`src/rtl/rpir_pkg.sv`:
```
package rpir_pkg;

  // Operation applied to the in-service and base state in one cycle.
  typedef enum logic [2:0] {
    OP_IDLE,
    OP_ACK,
    OP_EOI_TOP,
    OP_EOI_SEL,
    OP_SET_BASE,
    OP_REINIT
  } rpir_op_e;

endpackage

```
`src/rtl/rpir_rank.sv`:
```
// Distance from the base to the first set bit, counting upward with wrap.
// Returns N when no bit is set.
module rpir_rank #(
  parameter int N  = 8,
  parameter int LW = $clog2(N)
) (
  input  logic [N-1:0]  bits_i,
  input  logic [LW-1:0] base_i,
  output logic [LW:0]   rank_o
);

  always_comb begin
    rank_o = (LW+1)'(N);
    for (int p = N - 1; p >= 0; p--) begin
      if (bits_i[base_i + LW'(p)]) rank_o = (LW+1)'(p);
    end
  end

endmodule

```
`src/rtl/rpir_latch.sv`:
```
// Per-input request capture: level inputs copy the line, edge inputs
// keep the held value and add a rising transition.
module rpir_latch #(
  parameter int N = 8
) (
  input  logic [N-1:0] line_i,
  input  logic [N-1:0] lvl_i,
  input  logic [N-1:0] last_i,
  input  logic [N-1:0] held_i,
  output logic [N-1:0] irr_o
);

  for (genvar i = 0; i < N; i++) begin : g_in
    assign irr_o[i] = lvl_i[i] ? line_i[i]
                               : (held_i[i] | (line_i[i] & ~last_i[i]));
  end

endmodule

```
`src/rtl/rpir_top.sv`:
```
module rpir_top
  import rpir_pkg::*;
#(
  parameter int N          = 8,
  parameter int VEC_W      = 8,
  parameter int IS_MASTER  = 1,
  parameter int CASCADE_IN = 2,
  localparam int LW        = $clog2(N),
  localparam int VB_W      = VEC_W - LW
) (
  input  logic            clk,
  input  logic            rst_n,
  input  logic [N-1:0]    irq_in,
  input  logic [N-1:0]    trig_lvl,
  input  logic            imr_wr,
  input  logic [N-1:0]    imr_wdata,
  input  logic            eoi_top,
  input  logic            eoi_sel,
  input  logic            eoi_rot,
  input  logic            base_set,
  input  logic [LW-1:0]   cmd_lvl,
  input  logic            auto_eoi,
  input  logic            rot_aeoi,
  input  logic            sfnm_en,
  input  logic            reinit,
  input  logic [VB_W-1:0] vec_base,
  input  logic            ack,
  output logic            int_req,
  output logic            vec_valid,
  output logic [VEC_W-1:0] vec_out,
  output logic [N-1:0]    irr_o,
  output logic [N-1:0]    isr_o,
  output logic [N-1:0]    imr_o
);

  localparam logic [N-1:0] CASC_BIT = N'(1) << CASCADE_IN;

  // Reset: asserted asynchronously, released on the clock.
  logic [1:0] rsync_q;
  logic       rst_n_s;

  always_ff @(posedge clk or negedge rst_n) begin
    if (!rst_n) rsync_q <= '0;
    else        rsync_q <= {rsync_q[0], 1'b1};
  end
  assign rst_n_s = rsync_q[1];

  // State
  logic [N-1:0]     irr_q, isr_q, imr_q, last_q;
  logic [LW-1:0]    base_q;
  logic             int_q, vv_q;
  logic [VEC_W-1:0] vec_q;

  // Next state
  logic [N-1:0]     irr_n, isr_n, imr_n, last_n, irr_clr, irr_lat;
  logic [LW-1:0]    base_n;
  logic             int_n, imr_en;
  logic [VEC_W-1:0] vec_n;
  rpir_op_e         op;

  // Resolution
  logic [N-1:0]  req_bits, cmp_bits, casc_excl;
  logic [LW:0]   req_rank, cmp_rank, top_rank;
  logic [LW-1:0] win_idx, top_idx;
  logic          win_found, win_valid, top_found;

  if (IS_MASTER != 0) begin : g_master
    assign casc_excl = sfnm_en ? CASC_BIT : '0;
  end else begin : g_slave
    assign casc_excl = '0;
  end

  assign req_bits = irr_q & ~imr_q;
  assign cmp_bits = isr_q & ~casc_excl;

  rpir_rank #(.N(N), .LW(LW)) u_req_rank (
    .bits_i (req_bits),
    .base_i (base_q),
    .rank_o (req_rank)
  );

  rpir_rank #(.N(N), .LW(LW)) u_cmp_rank (
    .bits_i (cmp_bits),
    .base_i (base_q),
    .rank_o (cmp_rank)
  );

  rpir_rank #(.N(N), .LW(LW)) u_top_rank (
    .bits_i (isr_q),
    .base_i (base_q),
    .rank_o (top_rank)
  );

  assign win_found = ~req_rank[LW];
  assign win_idx   = base_q + req_rank[LW-1:0];
  assign win_valid = win_found && (req_rank < cmp_rank);
  assign top_found = ~top_rank[LW];
  assign top_idx   = base_q + top_rank[LW-1:0];

  // Operation select by fixed precedence
  always_comb begin
    if (reinit)        op = OP_REINIT;
    else if (ack)      op = OP_ACK;
    else if (eoi_top)  op = OP_EOI_TOP;
    else if (eoi_sel)  op = OP_EOI_SEL;
    else if (base_set) op = OP_SET_BASE;
    else               op = OP_IDLE;
  end

  rpir_latch #(.N(N)) u_latch (
    .line_i (irq_in),
    .lvl_i  (trig_lvl),
    .last_i (last_q),
    .held_i (irr_lat),
    .irr_o  (irr_n_lat)
  );

  logic [N-1:0] irr_n_lat;

  assign irr_lat = irr_q & ~irr_clr;

  always_comb begin
    irr_clr = '0;
    isr_n   = isr_q;
    base_n  = base_q;
    imr_en  = imr_wr;
    imr_n   = imr_wdata;
    last_n  = irq_in;
    int_n   = win_valid;
    vec_n   = {vec_base, {LW{1'b1}}};
    if (win_valid) vec_n = {vec_base, win_idx};

    unique case (op)
      OP_ACK: begin
        if (win_valid) begin
          if (!trig_lvl[win_idx]) irr_clr[win_idx] = 1'b1;
          if (auto_eoi) begin
            if (rot_aeoi) base_n = win_idx + LW'(1);
          end else begin
            isr_n[win_idx] = 1'b1;
          end
        end
      end
      OP_EOI_TOP: begin
        if (top_found) begin
          isr_n[top_idx] = 1'b0;
          if (eoi_rot) base_n = top_idx + LW'(1);
        end
      end
      OP_EOI_SEL: begin
        isr_n[cmd_lvl] = 1'b0;
        if (eoi_rot) base_n = cmd_lvl + LW'(1);
      end
      OP_SET_BASE: base_n = cmd_lvl + LW'(1);
      OP_REINIT: begin
        isr_n  = '0;
        base_n = '0;
        imr_en = 1'b1;
        imr_n  = '0;
        last_n = '0;
        int_n  = 1'b0;
      end
      default: ;
    endcase

    if (op == OP_REINIT) irr_n = irr_q & trig_lvl;
    else                 irr_n = irr_n_lat;
  end

  always_ff @(posedge clk or negedge rst_n_s) begin
    if (!rst_n_s) begin
      irr_q  <= '0;
      isr_q  <= '0;
      imr_q  <= '0;
      last_q <= '0;
      base_q <= '0;
      int_q  <= 1'b0;
      vv_q   <= 1'b0;
      vec_q  <= '0;
    end else begin
      irr_q  <= irr_n;
      isr_q  <= isr_n;
      last_q <= last_n;
      base_q <= base_n;
      int_q  <= int_n;
      vv_q   <= ack;
      if (imr_en) imr_q <= imr_n;
      if (ack)    vec_q <= vec_n;
    end
  end

  assign int_req   = int_q;
  assign vec_valid = vv_q;
  assign vec_out   = vec_q;
  assign irr_o     = irr_q;
  assign isr_o     = isr_q;
  assign imr_o     = imr_q;

endmodule

```
`config.mk`:
```
export PLATFORM = sky130hd
export DESIGN_NAME = rpir_top
export DESIGN_NICKNAME = d
export VERILOG_FILES = /design/src/rtl/rpir_pkg.sv /design/src/rtl/rpir_rank.sv /design/src/rtl/rpir_latch.sv /design/src/rtl/rpir_top.sv
export SDC_FILE = /design/constraint.sdc
export NUM_CORES = 1
export LEC_CHECK = 0
export BUFFER_PORTS_ARGS = -buffer_cell sky130_fd_sc_hd__buf_4
export CAP_MARGIN = 20
export CORE_MARGIN = 2
export CORE_UTILIZATION = 45
export CTS_BUF_LIST = sky130_fd_sc_hd__clkbuf_2
export DETAILED_ROUTE_END_ITERATION = 16
export GPL_ROUTABILITY_DRIVEN = 0
export PLACE_DENSITY = 0.63
export SLEW_MARGIN = 30
export SYNTH_ARGS = -nofsm -noshare
export SYNTH_HDL_FRONTEND = slang
export SYNTH_SLANG_ARGS = --single-unit
```
`constraint.sdc`:
```
create_clock -name clk -period 1.75 [get_ports clk]
set_clock_uncertainty 0.1 [all_clocks]
set_input_delay 0.0875 -clock clk [delete_from_list [all_inputs] [get_ports clk]]
set_output_delay 0.0875 -clock clk [all_outputs]
set_load 0.005 [all_outputs]
```
; Word level (Yosys, flattened, before mapping)
; Cells that the tools add are included.
[word_totals]
out_inout_bits = 34
in_bits = 44
ff_bits = 47
[classes]
bitwise_logic = 37
magnitude_cmp = 15
n_reduce_logical = 8
addsub = 12
n_eq_ne = 12
muxes = 114
[op_table]
columns = op, count
row1 = $mux 4, 24
row2 = $bmux 1 s3, 25
row3 = $mux 8, 9
row4 = $and 8x8->8, 6
row5 = $lt 3x4->1 const B, 11
row6 = $mux 3, 13
row7 = $mux 1, 38
row8 = $not 8->8, 4
row9 = $pmux 8 s4, 1
row10 = $pmux 3 s5, 1
row11 = $ne 2x2->1 const B, 7
row12 = $add 3x1->3 const B, 4
row13 = $add 3x3->3 const B, 4
row14 = $demux 1 s3, 3
row15 = $ge 3x1->1 const B, 3
row16 = $not 1->1, 9
row17 = $and 1x1->1, 8
row18 = $not 3->8, 1
row19 = $or 1x1->1, 8
row20 = $or 8x8->8, 1
row21 = $reduce_and 7->1, 1
row22 = $add 3x2->3 const B, 2
row23 = $add 3x3->3, 2
row24 = $eq 3x2->1 const B, 2
row25 = 7 further kinds, 11

; Logic depth before layout (Yosys ltp)
; Gate-level depths: netlist (run 1).
[depth]
word_depth = 25
mapped_depth = 21
mapped_depth_nobuf = 18

; Modules after synthesis
; A second synthesis (run 1) with hierarchy kept.
[hier_totals]
cells_unflattened = 479
hier_area_um2 = 4895.9
[by_module_without_submodules]
columns = module, area_per_inst_um2, n_inst, cells_each
row1 = rpir_top, 2681.3, 1, 266
row2 = rpir_rank, 688.2, 3, 63
row3 = rpir_latch, 150.1, 1, 24

; Worst setup path after synthesis (run 1)
; No wires, ideal clock.
[synth_path]
path_kind = flip-flop to flip-flop
startpoint = reg base_q[0]
endpoint = reg isr_q[6], in the netlist isr_o[6]
n_path_buf = 3
stages_incl_launch_ff = 22
arrival_time_ns = 4.222
setup_time_ns = 0.125
slack_ns = -2.696
cell_sequence = dfrtp_1 > buf_6 > buf_12 > buf_2 > mux4_2 > nor3_1 > nor3_1 > nor2_1 > o21ai_0 > nand2b_1 > o311ai_0 > a221oi_1 > ha_1 > inv_1 > fa_1 > nand2_1 > nor3_1 > nor4_2 > nand2_1 > or4_1 > a41oi_1 > o21ai_1
[synth_via]
elab_chain_len = 20
word_cells_on_any_way = 104
cone_classes = add/sub: 9 / order compare: 5 / eq/ne: 2 / mux: 80 / bitwise: 4 / reduce/logical: 4
[synth_lines]
columns = element, line_no
row1 = start: declaration, rpir_top.sv:50  ; logic [LW-1:0] base_q;
row2 = start signal: assignment, rpir_top.sv:184  ; base_q <= base_n;
row3 = $add 3x3->3, rpir_rank.sv:15  ; if (bits_i[base_i + LW'(p)]) rank_o = (LW+1)'(p);
row4 = $bmux 1 s3, rpir_rank.sv:15
row5 = $mux 1 (implied by the code), rpir_rank.sv:15
row6 = $mux 4 (8 in a row), rpir_rank.sv:15
row7 = "$add 3x3->3, on equally long branches", "rpir_top.sv:95, rpir_top.sv:98"
row8 = $lt 3x4->1 (implied by the code) (tied with other cells), rpir_top.sv:140  ; isr_n[win_idx] = 1'b1;
row9 = "$logic_and 1x1->1, on equally long branches", "rpir_top.sv:140, rpir_top.sv:146"
row10 = "$mux 1, on equally long branches", "rpir_top.sv:140, rpir_top.sv:146"
row11 = "$demux 1 s3, on equally long branches", "rpir_top.sv:140, rpir_top.sv:146"
row12 = $or 8x8->8 (no line) / $not 8->8 (equally long branches), n/a
row13 = $mux 8 / $and 8x8->8 (equally long branches), n/a
row14 = "$mux 8, on equally long branches", "rpir_top.sv:135, rpir_top.sv:145"
row15 = $pmux 8 s4, rpir_top.sv:133  ; unique case (op)
row16 = end signal: assignment, rpir_top.sv:182  ; isr_q <= isr_n;
row17 = end: declaration, rpir_top.sv:49  ; logic [N-1:0] irr_q, isr_q, imr_q, last_q;
; Parallel ways exist; a longest one is shown, timed or not. The select of a mux whose other input is x is not followed.
; A chain may end at the register's enable or synchronous reset.

; Final worst setup path (run 1)
[layout_path]
startpoint = reg base_q[1]
endpoint = reg isr_q[6], in the netlist isr_o[6]
; Same word-level chain as after synthesis.

==> tab_implementation.tex, run 1 <==
\begin{tabular}{lr}
\hline
Metric & Value \\
\hline
\multicolumn{2}{l}{\textbf{Outcome}} \\
Status & complete, but fails checks \\
Violations in the final reports & negative setup slack \\
\multicolumn{2}{l}{\textbf{Floorplanning}} \\
I/O pin count & 78 \\
Number of core rows & 35 \\
Floorplan die area & 0.0101 mm2 \\
Height of the die & 100 um \\
Starting Density & 45.9\% \\
Floorplan die width & 100 um \\
CORE AREA & 0.00911 mm2 \\
\multicolumn{2}{l}{\textbf{Synthesis}} \\
Share of flip-flops with an asynchronous set or reset & 100\% \\
Synth warnings & 0 \\
Cell with the most instances after synthesis & sky130\_fd\_sc\_hd\_\_dfrtp\_1 \\
Dominant cell type by area after synthesis & sky130\_fd\_sc\_hd\_\_dfrtp\_1 \\
Synth area leaders & sky130\_fd\_sc\_hd\_\_dfrtp\_1 28\%, sky130\_fd\_sc\_hd\_\_mux4\_2 9.2\%, sky130\_fd\_sc\_hd\_\_nand2b\_1 3.9\% \\
Number of enable-type register cells in the synthesized netlist & 0 \\
Most used flip-flop cell after synthesis & sky130\_fd\_sc\_hd\_\_dfrtp\_1 \\
Post-synth top area share & 28.1\% \\
Post-synthesis cell count & 458 \\
Synthesized cell area & 0.00418 mm2 \\
Sequential area share after synthesis & 28.1\% \\
Post-Synthesis Net Count & 512 \\
Number of synthesized register bits & 47 \\
Avg Synthesized Cell Area & 9.12 um2 \\
Post-synth cell types & 80 \\
List of most frequent post-synthesis cells & 47 x sky130\_fd\_sc\_hd\_\_dfrtp\_1, 37 x sky130\_fd\_sc\_hd\_\_nand2\_1, 33 x sky130\_fd\_sc\_hd\_\_nor2\_1 \\
\multicolumn{2}{l}{\textbf{Global route}} \\
Vias in the first global route & 5018 \\
Antenna violations before repair & 0 \\
Busiest metal layer after global routing & met2 \\
Met1 Use GR & 40.7\% \\
First-pass GRT wire length & 25200 um \\
Pin count of the biggest net entering global routing & 41 \\
Global-route usage over all layers & 31.7\% \\
Total global routing overflow & 0 \\
Met3 usage in global routing & 5.15\% \\
Met2 usage in global routing & 54.9\% \\
\multicolumn{2}{l}{\textbf{Drt}} \\
Total number of vias & 5041 \\
Total Routed Length & 16700 um \\
Count of nets left with antenna violations after detail routing & 0 \\
Routed wirelength normalized by instance count & 19.7 um \\
Router iterations before antenna repair & 5 \\
Remaining design rule violation count & 0 \\
Average via count per standard cell & 5.97 \\
Violation count after the first detailed-route iteration & 329 \\
\multicolumn{2}{l}{\textbf{Clocking}} \\
TritonCTS clock tree & built \\
Clock Sink Count & 47 \\
Number of buffers inserted during clock tree synthesis & 5 \\
Buffer levels on the longest clock path & 2 \\
Clock transition time at the flip-flop clock pins of the worst setup and hold paths & 0.26 ns \\
Clk\_lat worst skew & 0.45 ns \\
Root Buffer & sky130\_fd\_sc\_hd\_\_clkbuf\_2 \\
H-Tree Depth & 2 \\
\multicolumn{2}{l}{\textbf{Timing}} \\
Final critical-path setup slack & -2.42 ns \\
Min cycle time layout & 4.17 ns \\
Unrepaired setup endpoints after global routing & true \\
Post-Route Setup TNS & -52.44 ns \\
Maximum frequency from static timing analysis & 240 MHz \\
Final hold vios & 0 \\
Final Cycle Share & 238\% \\
Number of max-slew violations in the final report & 0 \\
Max-Slew Margin vs Limit & 64.5\% \\
Setup-failing EPs final & 23 \\
Pin slew with the least headroom to its limit & 0.533 ns \\
\multicolumn{2}{l}{\textbf{Critical path}} \\
Number of cells traversed by the worst register-to-register path & 19 \\
Required @ worst endpoint & 2.01 ns \\
Critical path start-end classification & reg -> reg \\
Data arrival time of the worst path & 4.43 ns \\
CP endpoint kind & flop \\
Category of the worst setup path launch point & flop \\
Max FO, Critical Path & 5 \\
\multicolumn{2}{l}{\textbf{Placed design}} \\
Place WS & -2.52 ns \\
Total half-perimeter wirelength after legalization and detailed placement & 10500 um \\
Post-place instance area & 0.00591 mm2 \\
Number of port buffers & 77 \\
\multicolumn{2}{l}{\textbf{Power}} \\
Total power draw & 17600 uW \\
P per Cell Area & 2400 mW/mm2 \\
Internal cell power & 9540 uW \\
Proportion of power drawn by combinational gates & 88.5\% \\
Switching portion of total power & 45.8\% \\
Switch Pwr & 8060 uW \\
Maximum resistive drop on vdd & 1.56 mV \\
Sequential power share & 8.6\% \\
Reported leakage power & 0.00322 uW \\
Clock share of power & 2.9\% \\
\multicolumn{2}{l}{\textbf{Layout}} \\
Area used by multi-input combinational logic & 0.00345 mm2 \\
Layout area overhead & 75.3\% \\
Layout fillers & 553 \\
Nets & 787 \\
Area used by sequential logic in the layout & 0.00118 mm2 \\
Number of diodes added for antenna fixing & 0 \\
Ratio of cells with drive above 1 in the final layout & 50.5\% \\
Final design instance area without fill & 0.00733 mm2 \\
\multicolumn{2}{l}{\textbf{Run}} \\
Number of maximum-capacitance violations & 0 \\
\multicolumn{2}{l}{\textbf{Hold path}} \\
Count of cells along the worst hold path & 4 \\
Class of the tightest hold or removal check & in -> reg \\
\hline
\end{tabular}
power groups by stage:
| stage | Combinational [uW] | Clock (uW) | Sequential [uW] |
|---|---|---|---|
| after floorplan | 6050 | 0 | 1520 |
| after global placement | 9980 | 0 | 1520 |
| after detailed placement | 10200 | 0 | 1520 |
| after CTS | 13600 | 494 | 1490 |
| after global routing | 16400 | 547 | 1530 |
| final | 15600 | 504 | 1520 |
registers in the layout (all words and copies together) (netlist names):
signal     count
vec_out        8
isr_o          8
rsync_q        2
last_q         8
int_req        1
base_q         3
imr_o          8
vec_valid      1
irr_o          8
per-layer routing:
metal	share of wire (%)	wire, um	up-vias
li1	-	-	2267
met1	40	6700	2499
met5	0	0	-
met3	5.3	884	52
met2	52	8600	223
met4	3.0	497	0
kinds of logic after synthesis:
logic type | Yosys count | synth area share [%]
and+or+nand+nor | 201 | 27.1
AOI/OAI and AO/OA | 111 | 18.7
DFF | 47 | 28.1
muxes | 41 | 16.0
buffers and inverters | 38 | 4.55
adders and majority gates | 10 | 3.35
xor gates and xnor gates | 9 | 2.07
other | 1 | 0.0897
stage by stage:
stage,util [%],std cells,hold WS (ns)
global route,80.4,845,0.0170
finish,80.4,845,0.0175
detailed placement,64.9,752,-0.229
floorplan,-,458,-0.308
global placement,64.9,752,-0.229
CTS,76.8,835,0.0152
final timing paths:
kind / startpoint / endpoint / slack [ns]
max in group asynchronous: rsync_q[1] / base_q[1] / 0.82
setup reg to reg: base_q[1] / isr_o[6] / -2.42
hold reg to reg: rsync_q[1] / irr_o[5] / 0.15
hold / removal: cmd_lvl[1] / isr_o[6] / 0.02
min in group asynchronous: rsync_q[1] / irr_o[5] / 0.15
setup / recovery: base_q[1] / isr_o[6] / -2.42
timing repair:
item	in CTS	in global routing
endpoints found under the setup margin	23	23
pin swaps	53	28
resized for setup	80	53
endpoints found under the hold margin	38	3
hold buffers	43	3
buffers inserted	37	15
critical path: stages, from the launching register on:
cell,delay (ns)
sky130_fd_sc_hd__dfrtp_2,0.47
sky130_fd_sc_hd__buf_4,0.13
sky130_fd_sc_hd__mux4_2,0.57
sky130_fd_sc_hd__nor3_2,0.17
sky130_fd_sc_hd__nor3_1,0.08
sky130_fd_sc_hd__nor2_1,0.15
sky130_fd_sc_hd__o21ai_1,0.07
sky130_fd_sc_hd__nand2b_1,0.09
sky130_fd_sc_hd__o311ai_2,0.11
sky130_fd_sc_hd__a221oi_2,0.25
sky130_fd_sc_hd__ha_2,0.22
sky130_fd_sc_hd__inv_2,0.03
sky130_fd_sc_hd__fa_2,0.39
sky130_fd_sc_hd__and2_1,0.19
sky130_fd_sc_hd__nand4_1,0.10
sky130_fd_sc_hd__and4_4,0.25
sky130_fd_sc_hd__nand2_4,0.06
sky130_fd_sc_hd__or4_4,0.48
sky130_fd_sc_hd__a41oi_2,0.13
sky130_fd_sc_hd__o21ai_1,0.08
layout by cell type (no fill, tap or decap), types with 4 or more instances in the layout:
cell type	instances
sky130_fd_sc_hd__a22oi_1	5
sky130_fd_sc_hd__clkbuf_2	6
sky130_fd_sc_hd__ha_4	5
sky130_fd_sc_hd__o31ai_1	4
sky130_fd_sc_hd__nor4_4	6
sky130_fd_sc_hd__nor3_2	7
sky130_fd_sc_hd__a211oi_1	4
sky130_fd_sc_hd__nand2b_1	25
sky130_fd_sc_hd__o21ai_1	11
sky130_fd_sc_hd__mux4_2	17
sky130_fd_sc_hd__buf_12	4
sky130_fd_sc_hd__nor3_1	4
sky130_fd_sc_hd__xnor2_4	4
sky130_fd_sc_hd__nand2_1	35
sky130_fd_sc_hd__inv_1	12
sky130_fd_sc_hd__buf_6	26
sky130_fd_sc_hd__nor2b_1	21
sky130_fd_sc_hd__mux2_2	5
sky130_fd_sc_hd__nand3_1	20
sky130_fd_sc_hd__dlygate4sd3_1	46
sky130_fd_sc_hd__o21a_1	7
sky130_fd_sc_hd__dfrtp_1	44
sky130_fd_sc_hd__o21ai_0	13
sky130_fd_sc_hd__a21oi_1	12
sky130_fd_sc_hd__nand3b_1	5
sky130_fd_sc_hd__a21oi_2	5
sky130_fd_sc_hd__buf_4	212
sky130_fd_sc_hd__nand4_1	4
sky130_fd_sc_hd__nor3b_1	5
sky130_fd_sc_hd__and3_1	6
sky130_fd_sc_hd__nor2_1	29
sky130_fd_sc_hd__mux2i_1	12
sky130_fd_sc_hd__and2_1	5
layout make-up:
class / instances / share of cell area [%]
clock buffers: 6 / 0.410
clock inverters: 2 / 0.222
inverters: 17 / 0.973
multi-input cells: 373 / 47.1
flip-flops and latches: 47 / 16.1
well taps: 111 / 1.90
repair buffers: 289 / 33.3
Power figures use the tool's default switching activity.
==> inputs of run 2 (changes only) <==
==> constraint.sdc (replaced) <==
create_clock -name clk -period 1.75 [get_ports clk]
set_clock_uncertainty 0.1 [all_clocks]
set_input_delay 0 -clock clk [delete_from_list [all_inputs] [get_ports clk]]
set_output_delay 0 -clock clk [all_outputs]
set_load 0.005 [all_outputs]
==> run 2 against run 1 <==
Effect of this change: the flow still finishes with violations (negative setup slack); total power increased by 2.7%; non-clock buffer count increased by 6; cell count increased by 0.71%; fmax decreased by 1.9%; routed wire length increased by 4.6%; clock power increased by 2%; utilization increased by 0.77 points; flip-flop and latch count unchanged; via count increased by 0.65%; critical path depth increased by 1; sequential share of layout area decreased by 0.15 points; hold slack improved by 0.00077 ns; critical path type unchanged; largest power group unchanged.
==> tab_implementation.tex, run 2 (synthesized netlist as in run 1, its figures left out) <==
\begin{tabular}{lr}
\hline
Metric & Value \\
\hline
\multicolumn{2}{l}{\textbf{Outcome}} \\
Status & complete, but fails checks (unchanged) \\
Violations in the final reports & negative setup slack (unchanged) \\
\multicolumn{2}{l}{\textbf{Drt}} \\
Routed wirelength normalized by instance count & 20.5 um (was 19.7 um) \\
Count of nets left with antenna violations after detail routing & 0 (unchanged) \\
Total Routed Length & 17400 um (was 16700 um) \\
Remaining design rule violation count & 0 (unchanged) \\
Violation count after the first detailed-route iteration & 299 (was 329) \\
Average via count per standard cell & 5.96 (was 5.97) \\
Router iterations before antenna repair & 5 (unchanged) \\
Total number of vias & 5074 (was 5041) \\
\multicolumn{2}{l}{\textbf{Layout}} \\
Nets & 793 (was 787) \\
Number of diodes added for antenna fixing & 0 (unchanged) \\
Most common cell after layout, fill and taps aside & sky130\_fd\_sc\_hd\_\_buf\_4 (unchanged) \\
Most frequent cells in the layout & 213 x sky130\_fd\_sc\_hd\_\_buf\_4, 50 x sky130\_fd\_sc\_hd\_\_dlygate4sd3\_1, 44 x sky130\_fd\_sc\_hd\_\_dfrtp\_1 (was 212 x sky130\_fd\_sc\_hd\_\_buf\_4, 46 x sky130\_fd\_sc\_hd\_\_dlygate4sd3\_1, 44 x sky130\_fd\_sc\_hd\_\_dfrtp\_1) \\
Ratio of cells with drive above 1 in the final layout & 50.5\% (about the same) \\
Final design instance area without fill & 0.00740 mm2 (was 0.00733 mm2) \\
Layout area overhead & 77.0\% (was 75.3\%) \\
\multicolumn{2}{l}{\textbf{Critical path}} \\
Critical path start-end classification & reg -> reg (unchanged) \\
Setup slack on the worst flop-to-flop path & -2.50 ns (was -2.42 ns) \\
Required @ worst endpoint & 2.01 ns (about the same) \\
Category of the worst setup path launch point & flop (unchanged) \\
Data arrival time of the worst path & 4.51 ns (was 4.43 ns) \\
CP endpoint kind & flop (unchanged) \\
Max FO, Critical Path & 5 (unchanged) \\
\multicolumn{2}{l}{\textbf{Floorplanning}} \\
I/O pin count & 78 (unchanged) \\
Number of core rows & 35 (unchanged) \\
Starting Density & 45.9\% (unchanged) \\
Floorplan die area & 0.0101 mm2 (unchanged) \\
Floorplan die width & 100 um (unchanged) \\
Height of the die & 100 um (unchanged) \\
CORE AREA & 0.00911 mm2 (unchanged) \\
\multicolumn{2}{l}{\textbf{Timing}} \\
Unrepaired setup endpoints after global routing & true (unchanged) \\
Pin slew with the least headroom to its limit & 0.584 ns (was 0.533 ns) \\
Final critical-path setup slack & -2.50 ns (was -2.42 ns) \\
Max-Slew Margin vs Limit & 60.6\% (was 64.5\%) \\
Setup-failing EPs final & 23 (unchanged) \\
Maximum frequency from static timing analysis & 235 MHz (was 240 MHz) \\
Final hold vios & 0 (unchanged) \\
Final Cycle Share & 243\% (was 238\%) \\
Number of max-slew violations in the final report & 0 (unchanged) \\
Min cycle time layout & 4.25 ns (was 4.17 ns) \\
\multicolumn{2}{l}{\textbf{Placed design}} \\
Number of port buffers & 77 (unchanged) \\
Total half-perimeter wirelength after legalization and detailed placement & 10500 um (unchanged) \\
Post-place instance area & 0.00591 mm2 (unchanged) \\
\multicolumn{2}{l}{\textbf{Power}} \\
Maximum resistive drop on vdd & 1.48 mV (was 1.56 mV) \\
P per Cell Area & 2440 mW/mm2 (was 2400 mW/mm2) \\
Total power draw & 18100 uW (was 17600 uW) \\
Reported leakage power & 0.00325 uW (was 0.00322 uW) \\
\multicolumn{2}{l}{\textbf{Clocking}} \\
H-Tree Depth & 2 (unchanged) \\
Buffer levels on the longest clock path & 2 (unchanged) \\
Clk\_lat worst skew & 0.46 ns (was 0.45 ns) \\
Root Buffer & sky130\_fd\_sc\_hd\_\_clkbuf\_2 (unchanged) \\
Clock Sink Count & 47 (unchanged) \\
Clock transition time at the flip-flop clock pins of the worst setup and hold paths & 0.27 ns (was 0.26 ns) \\
Number of buffers inserted during clock tree synthesis & 5 (unchanged) \\
TritonCTS clock tree & built (unchanged) \\
\multicolumn{2}{l}{\textbf{Global route}} \\
Pin count of the biggest net entering global routing & 41 (unchanged) \\
Total global routing overflow & 0 (unchanged) \\
Vias in the first global route & 5102 (was 5018) \\
Global-route usage over all layers & 31.9\% (was 31.7\%) \\
First-pass GRT wire length & 25400 um (was 25200 um) \\
Antenna violations before repair & 0 (unchanged) \\
\multicolumn{2}{l}{\textbf{Hold path}} \\
Class of the tightest hold or removal check & in -> reg (unchanged) \\
\multicolumn{2}{l}{\textbf{Run}} \\
Number of maximum-capacitance violations & 0 (unchanged) \\
\hline
\end{tabular}
[run 2: what timing repair did]
item                                    CTS  global route
pin swaps                                53            39
resized for setup                        80            46
setup buffers                            37            14
hold buffers                             50             0
endpoints found under the setup margin   23            23
hold endpoints to repair                 45             0
[run 2: layer usage]
metal | share of wire, % | vias up | global-route usage (%)
met2 | 52 | 248 | 55.2
met3 | 5.9 | 57 | 5.08
met4 | 3.0 | 0 | 10.4
li1 | - | 2269 | -
met1 | 39 | 2500 | 40.9
met5 | 0 | - | 0
[run 2: worst paths after layout]
| kind | startpoint | endpoint | depth (start not counted) |
|---|---|---|---|
| worst min register to register | rsync_q[1] | irr_o[5] | 0 |
| worst max-delay path | base_q[1] | isr_o[6] | 20 |
| worst max register to register | base_q[1] | isr_o[6] | 20 |
| worst min-delay path | ack | isr_o[7] | 5 |
| min in group asynchronous | rsync_q[1] | irr_o[5] | 0 |
| max in group asynchronous | rsync_q[1] | base_q[0] | 1 |
[run 2: cell type report]
cell class	instances	area (um2)
Multi-Input combinational cell	373	3440
Timing Repair Buffer	295	2520
Tap cell	111	139
Clock buffer	6	30.0
Inverter	17	71.3
Sequential cell	47	1180
Clock inverter	2	16.3
Fill cell	529	1710
[run 2: metrics by stage]
stage	TNS, ns	hold slack (ns)	instances	setup slack (ns)	utilization, %
floorplan	-48.14	-0.396	458	-2.45	-
global placement	-53.40	-0.317	752	-2.48	64.9
detailed placement	-54.42	-0.317	752	-2.52	64.9
CTS	-49.48	0.0288	842	-2.34	77.6
global route	-56.53	0.00684	851	-2.63	81.2
finish	-53.38	0.0182	851	-2.50	81.2
[run 2: worst max-delay path: stages, from the launching register on]
cell and delay (ns):
sky130_fd_sc_hd__dfrtp_2 0.48, sky130_fd_sc_hd__buf_4 0.15, sky130_fd_sc_hd__buf_4 0.14, sky130_fd_sc_hd__mux4_2 0.36, sky130_fd_sc_hd__nor3_2 0.20, sky130_fd_sc_hd__nor3_1 0.06, sky130_fd_sc_hd__nor2_1 0.14, sky130_fd_sc_hd__o21ai_1 0.07
sky130_fd_sc_hd__nand2b_1 0.09, sky130_fd_sc_hd__o311ai_2 0.11, sky130_fd_sc_hd__a221oi_2 0.28, sky130_fd_sc_hd__ha_2 0.24, sky130_fd_sc_hd__inv_2 0.04, sky130_fd_sc_hd__fa_2 0.38, sky130_fd_sc_hd__nand2_4 0.11, sky130_fd_sc_hd__nor3_2 0.05
sky130_fd_sc_hd__nor4_4 0.36, sky130_fd_sc_hd__nand2_4 0.09, sky130_fd_sc_hd__or4_4 0.48, sky130_fd_sc_hd__a41oi_2 0.16, sky130_fd_sc_hd__o21ai_1 0.09
[run 2: power by group]
part | switching (uW) | internal (uW) | total, uW
clock | 405 | 109 | 514
combinational | 7680 | 8360 | 16000
sequential | 219 | 1300 | 1520
total | 8300 | 9770 | 18100
==> inputs of run 3 (changes only) <==
GPL_TIMING_DRIVEN = 0   (was default)
==> run 3 against run 2 <==
Effect of this change: the run still ends with negative setup slack left; utilization decreased by 13 points; first-iteration DRC count decreased by 36%; setup slack got worse by 0.046 ns; clock power decreased by 4.7%; cell area decreased by 16%; sequential share of layout area increased by 3.1 points; hold slack improved by 0.0023 ns; register-to-register slack got worse by 0.05 ns; critical path depth decreased by 2; cell count decreased by 13%; combinational power decreased by 28%; global-route usage decreased by 4.3 points; critical endpoint unchanged; largest cell class unchanged.
==> tab_implementation.tex, run 3 (synthesized netlist as in run 1, its figures left out) <==
\begin{tabular}{lr}
\hline
Metric & Value \\
\hline
\multicolumn{2}{l}{\textbf{Outcome}} \\
Status & complete, but fails checks (unchanged) \\
Violations in the final reports & negative setup slack (unchanged) \\
\multicolumn{2}{l}{\textbf{Global route}} \\
Pin count of the biggest net entering global routing & 46 (was 41) \\
Antenna violations before repair & 0 (unchanged) \\
Met3 usage in global routing & 5.64\% (was 5.08\%) \\
Busiest metal layer after global routing & met2 (unchanged) \\
Global-route usage over all layers & 27.7\% (was 31.9\%) \\
Met1 Use GR & 35.6\% (was 40.9\%) \\
Vias in the first global route & 4318 (was 5102) \\
First-pass GRT wire length & 21800 um (was 25400 um) \\
Total global routing overflow & 0 (unchanged) \\
Met2 usage in global routing & 48.5\% (was 55.2\%) \\
\multicolumn{2}{l}{\textbf{Drt}} \\
Average via count per standard cell & 5.88 (was 5.96) \\
Total Routed Length & 13800 um (was 17400 um) \\
Router iterations before antenna repair & 4 (was 5) \\
Routed wirelength normalized by instance count & 18.6 um (was 20.5 um) \\
Total number of vias & 4337 (was 5074) \\
Violation count after the first detailed-route iteration & 192 (was 299) \\
Count of nets left with antenna violations after detail routing & 0 (unchanged) \\
Remaining design rule violation count & 0 (unchanged) \\
\multicolumn{2}{l}{\textbf{Placed design}} \\
Number of port buffers & 75 (was 77) \\
Cells after DPL & 644 (was 752) \\
Post-place instance area & 0.00504 mm2 (was 0.00591 mm2) \\
Total half-perimeter wirelength after legalization and detailed placement & 9470 um (was 10500 um) \\
\multicolumn{2}{l}{\textbf{Clocking}} \\
Buffer levels on the longest clock path & 2 (unchanged) \\
Number of buffers inserted during clock tree synthesis & 5 (unchanged) \\
TritonCTS clock tree & built (unchanged) \\
H-Tree Depth & 2 (unchanged) \\
Root Buffer & sky130\_fd\_sc\_hd\_\_clkbuf\_2 (unchanged) \\
Clock transition time at the flip-flop clock pins of the worst setup and hold paths & 0.28 ns (was 0.27 ns) \\
Clk\_lat worst skew & 0.45 ns (was 0.46 ns) \\
Clock Sink Count & 47 (unchanged) \\
\multicolumn{2}{l}{\textbf{Layout}} \\
Ratio of cells with drive above 1 in the final layout & 39.7\% (was 50.5\%) \\
Final design instance area without fill & 0.00624 mm2 (was 0.00740 mm2) \\
Layout fillers & 733 (was 529) \\
Area used by multi-input combinational logic & 0.00329 mm2 (was 0.00344 mm2) \\
Number of diodes added for antenna fixing & 0 (unchanged) \\
Nets & 680 (was 793) \\
Area used by sequential logic in the layout & 0.00119 mm2 (was 0.00118 mm2) \\
Most common cell after layout, fill and taps aside & sky130\_fd\_sc\_hd\_\_buf\_4 (unchanged) \\
Most frequent cells in the layout & 118 x sky130\_fd\_sc\_hd\_\_buf\_4, 46 x sky130\_fd\_sc\_hd\_\_dlygate4sd3\_1, 38 x sky130\_fd\_sc\_hd\_\_dfrtp\_1 (was 213 x sky130\_fd\_sc\_hd\_\_buf\_4, 50 x sky130\_fd\_sc\_hd\_\_dlygate4sd3\_1, 44 x sky130\_fd\_sc\_hd\_\_dfrtp\_1) \\
Final standard cell count with taps included and fillers excluded & 738 (was 851) \\
Layout area overhead & 49.2\% (was 77.0\%) \\
\multicolumn{2}{l}{\textbf{Floorplanning}} \\
Floorplan die width & 100 um (unchanged) \\
Starting Density & 45.9\% (unchanged) \\
CORE AREA & 0.00911 mm2 (unchanged) \\
Floorplan die area & 0.0101 mm2 (unchanged) \\
Height of the die & 100 um (unchanged) \\
I/O pin count & 78 (unchanged) \\
Number of core rows & 35 (unchanged) \\
\multicolumn{2}{l}{\textbf{Critical path}} \\
Category of the worst setup path launch point & flop (unchanged) \\
Setup slack on the worst flop-to-flop path & -2.55 ns (was -2.50 ns) \\
Critical path start-end classification & reg -> reg (unchanged) \\
Data arrival time of the worst path & 4.59 ns (was 4.51 ns) \\
Required @ worst endpoint & 2.04 ns (was 2.01 ns) \\
CP endpoint kind & flop (unchanged) \\
Reg2reg start & isr\_o[7] (was base\_q[1]) \\
R2r endpoint & isr\_o[6] (unchanged) \\
Number of cells traversed by the worst register-to-register path & 18 (was 20) \\
Max FO, Critical Path & 7 (was 5) \\
\multicolumn{2}{l}{\textbf{Power}} \\
P per Cell Area & 2190 mW/mm2 (was 2440 mW/mm2) \\
Total power draw & 13600 uW (was 18100 uW) \\
Maximum resistive drop on vdd & 1.26 mV (was 1.48 mV) \\
Reported leakage power & 0.00262 uW (was 0.00325 uW) \\
\multicolumn{2}{l}{\textbf{Timing}} \\
Final Cycle Share & 246\% (was 243\%) \\
Max-Slew Margin vs Limit & 50.4\% (was 60.6\%) \\
Number of max-slew violations in the final report & 0 (unchanged) \\
Setup-failing EPs final & 23 (unchanged) \\
Pin slew with the least headroom to its limit & 0.743 ns (was 0.584 ns) \\
Final hold vios & 0 (unchanged) \\
Post-Route Hold Slack & 0.0205 ns (was 0.0182 ns) \\
Min cycle time layout & 4.30 ns (was 4.25 ns) \\
Unrepaired setup endpoints after global routing & true (unchanged) \\
Final critical-path setup slack & -2.55 ns (was -2.50 ns) \\
Maximum frequency from static timing analysis & 233 MHz (was 235 MHz) \\
\multicolumn{2}{l}{\textbf{Hold path}} \\
Count of cells along the worst hold path & 5 (unchanged) \\
Hold path startpoint & eoi\_sel (was ack) \\
Sink of the worst hold path & isr\_o[5] (was isr\_o[7]) \\
Class of the tightest hold or removal check & in -> reg (unchanged) \\
\multicolumn{2}{l}{\textbf{Run}} \\
Number of maximum-capacitance violations & 0 (unchanged) \\
\hline
\end{tabular}
==> run 3: cell count changes in the layout (fill, tap and decap cells not counted), sizes merged <==
| cell | delta |
|---|---|
| buf | -118 |
| clkbuf | +8 |
| dlygate4sd3 | -4 |
| clkinv | +2 |
| clkinvlp | -1 |
==> run 3: what timing repair did <==
item | 4_1_cts | 5_1_grt
gates resized for setup | 63 | 17
hold buffers | 46 | 0
setup buffers | 29 | 13
pin swaps | 24 | 9
endpoints found under the hold margin | 42 | 0
setup endpoints to repair | 23 | 23
==> run 3: where the power goes <==
part           switching, uW  internal, uW
clock                    385           105
sequential               272          1310
combinational           6050          5510
total                   6700          6930
==> run 3: through the flow <==
| stage | util (%) | worst slack (ns) | setup TNS (ns) |
|---|---|---|---|
| after floorplan | - | -2.45 | -48.14 |
| after global placement | 55.3 | -2.98 | -74.69 |
| after detailed placement | 55.4 | -3.04 | -60.15 |
| after CTS | 66.5 | -2.47 | -52.54 |
| after global routing | 68.5 | -2.71 | -57.18 |
| final | 68.5 | -2.55 | -53.73 |
==> run 3: critical path: stages, from the launching register on <==
cell and delay [ns]:
sky130_fd_sc_hd__dfrtp_1 0.54, sky130_fd_sc_hd__mux4_2 0.58, sky130_fd_sc_hd__nor3_2 0.21, sky130_fd_sc_hd__nor3_1 0.08
sky130_fd_sc_hd__nor2_2 0.15, sky130_fd_sc_hd__o21ai_1 0.09, sky130_fd_sc_hd__nand2b_1 0.10, sky130_fd_sc_hd__o311ai_2 0.11
sky130_fd_sc_hd__a221oi_2 0.29, sky130_fd_sc_hd__ha_2 0.23, sky130_fd_sc_hd__inv_2 0.04, sky130_fd_sc_hd__fa_2 0.40
sky130_fd_sc_hd__nand2_4 0.11, sky130_fd_sc_hd__nor3_2 0.06, sky130_fd_sc_hd__nor4_4 0.37, sky130_fd_sc_hd__nand2_4 0.13
sky130_fd_sc_hd__or4_4 0.43, sky130_fd_sc_hd__a41oi_2 0.15, sky130_fd_sc_hd__o21ai_1 0.07
==> run 3: layout make-up <==
cell class	count	area share, %
multi-input cells	373	52.7
repair buffers	163	21.6
flip-flops and latches	47	19.1
plain buffers	19	2.39
well taps	111	2.23
inverters	17	1.16
clock buffers	5	0.401
clock inverters	3	0.361
==> run 3: worst max-delay path by stage <==
stage,startpoint,slack (ns),end,cells after the start
after global placement,base_q[0],-2.98,isr_o[6],21
final,isr_o[7],-2.55,isr_o[6],18
after floorplan,base_q[0],-2.45,isr_o[6],21
after global routing,base_q[0],-2.71,isr_o[6],21
after detailed placement,base_q[0],-3.04,isr_o[6],21
after CTS,base_q[0],-2.47,isr_o[6],21
==> run 3: layer usage <==
| layer | part of all wire, % | wire (um) |
|---|---|---|
| met4 | 1.1 | 157 |
| met1 | 42 | 5790 |
| met3 | 5.3 | 728 |
| met5 | 0 | 0 |
| met2 | 51 | 7080 |
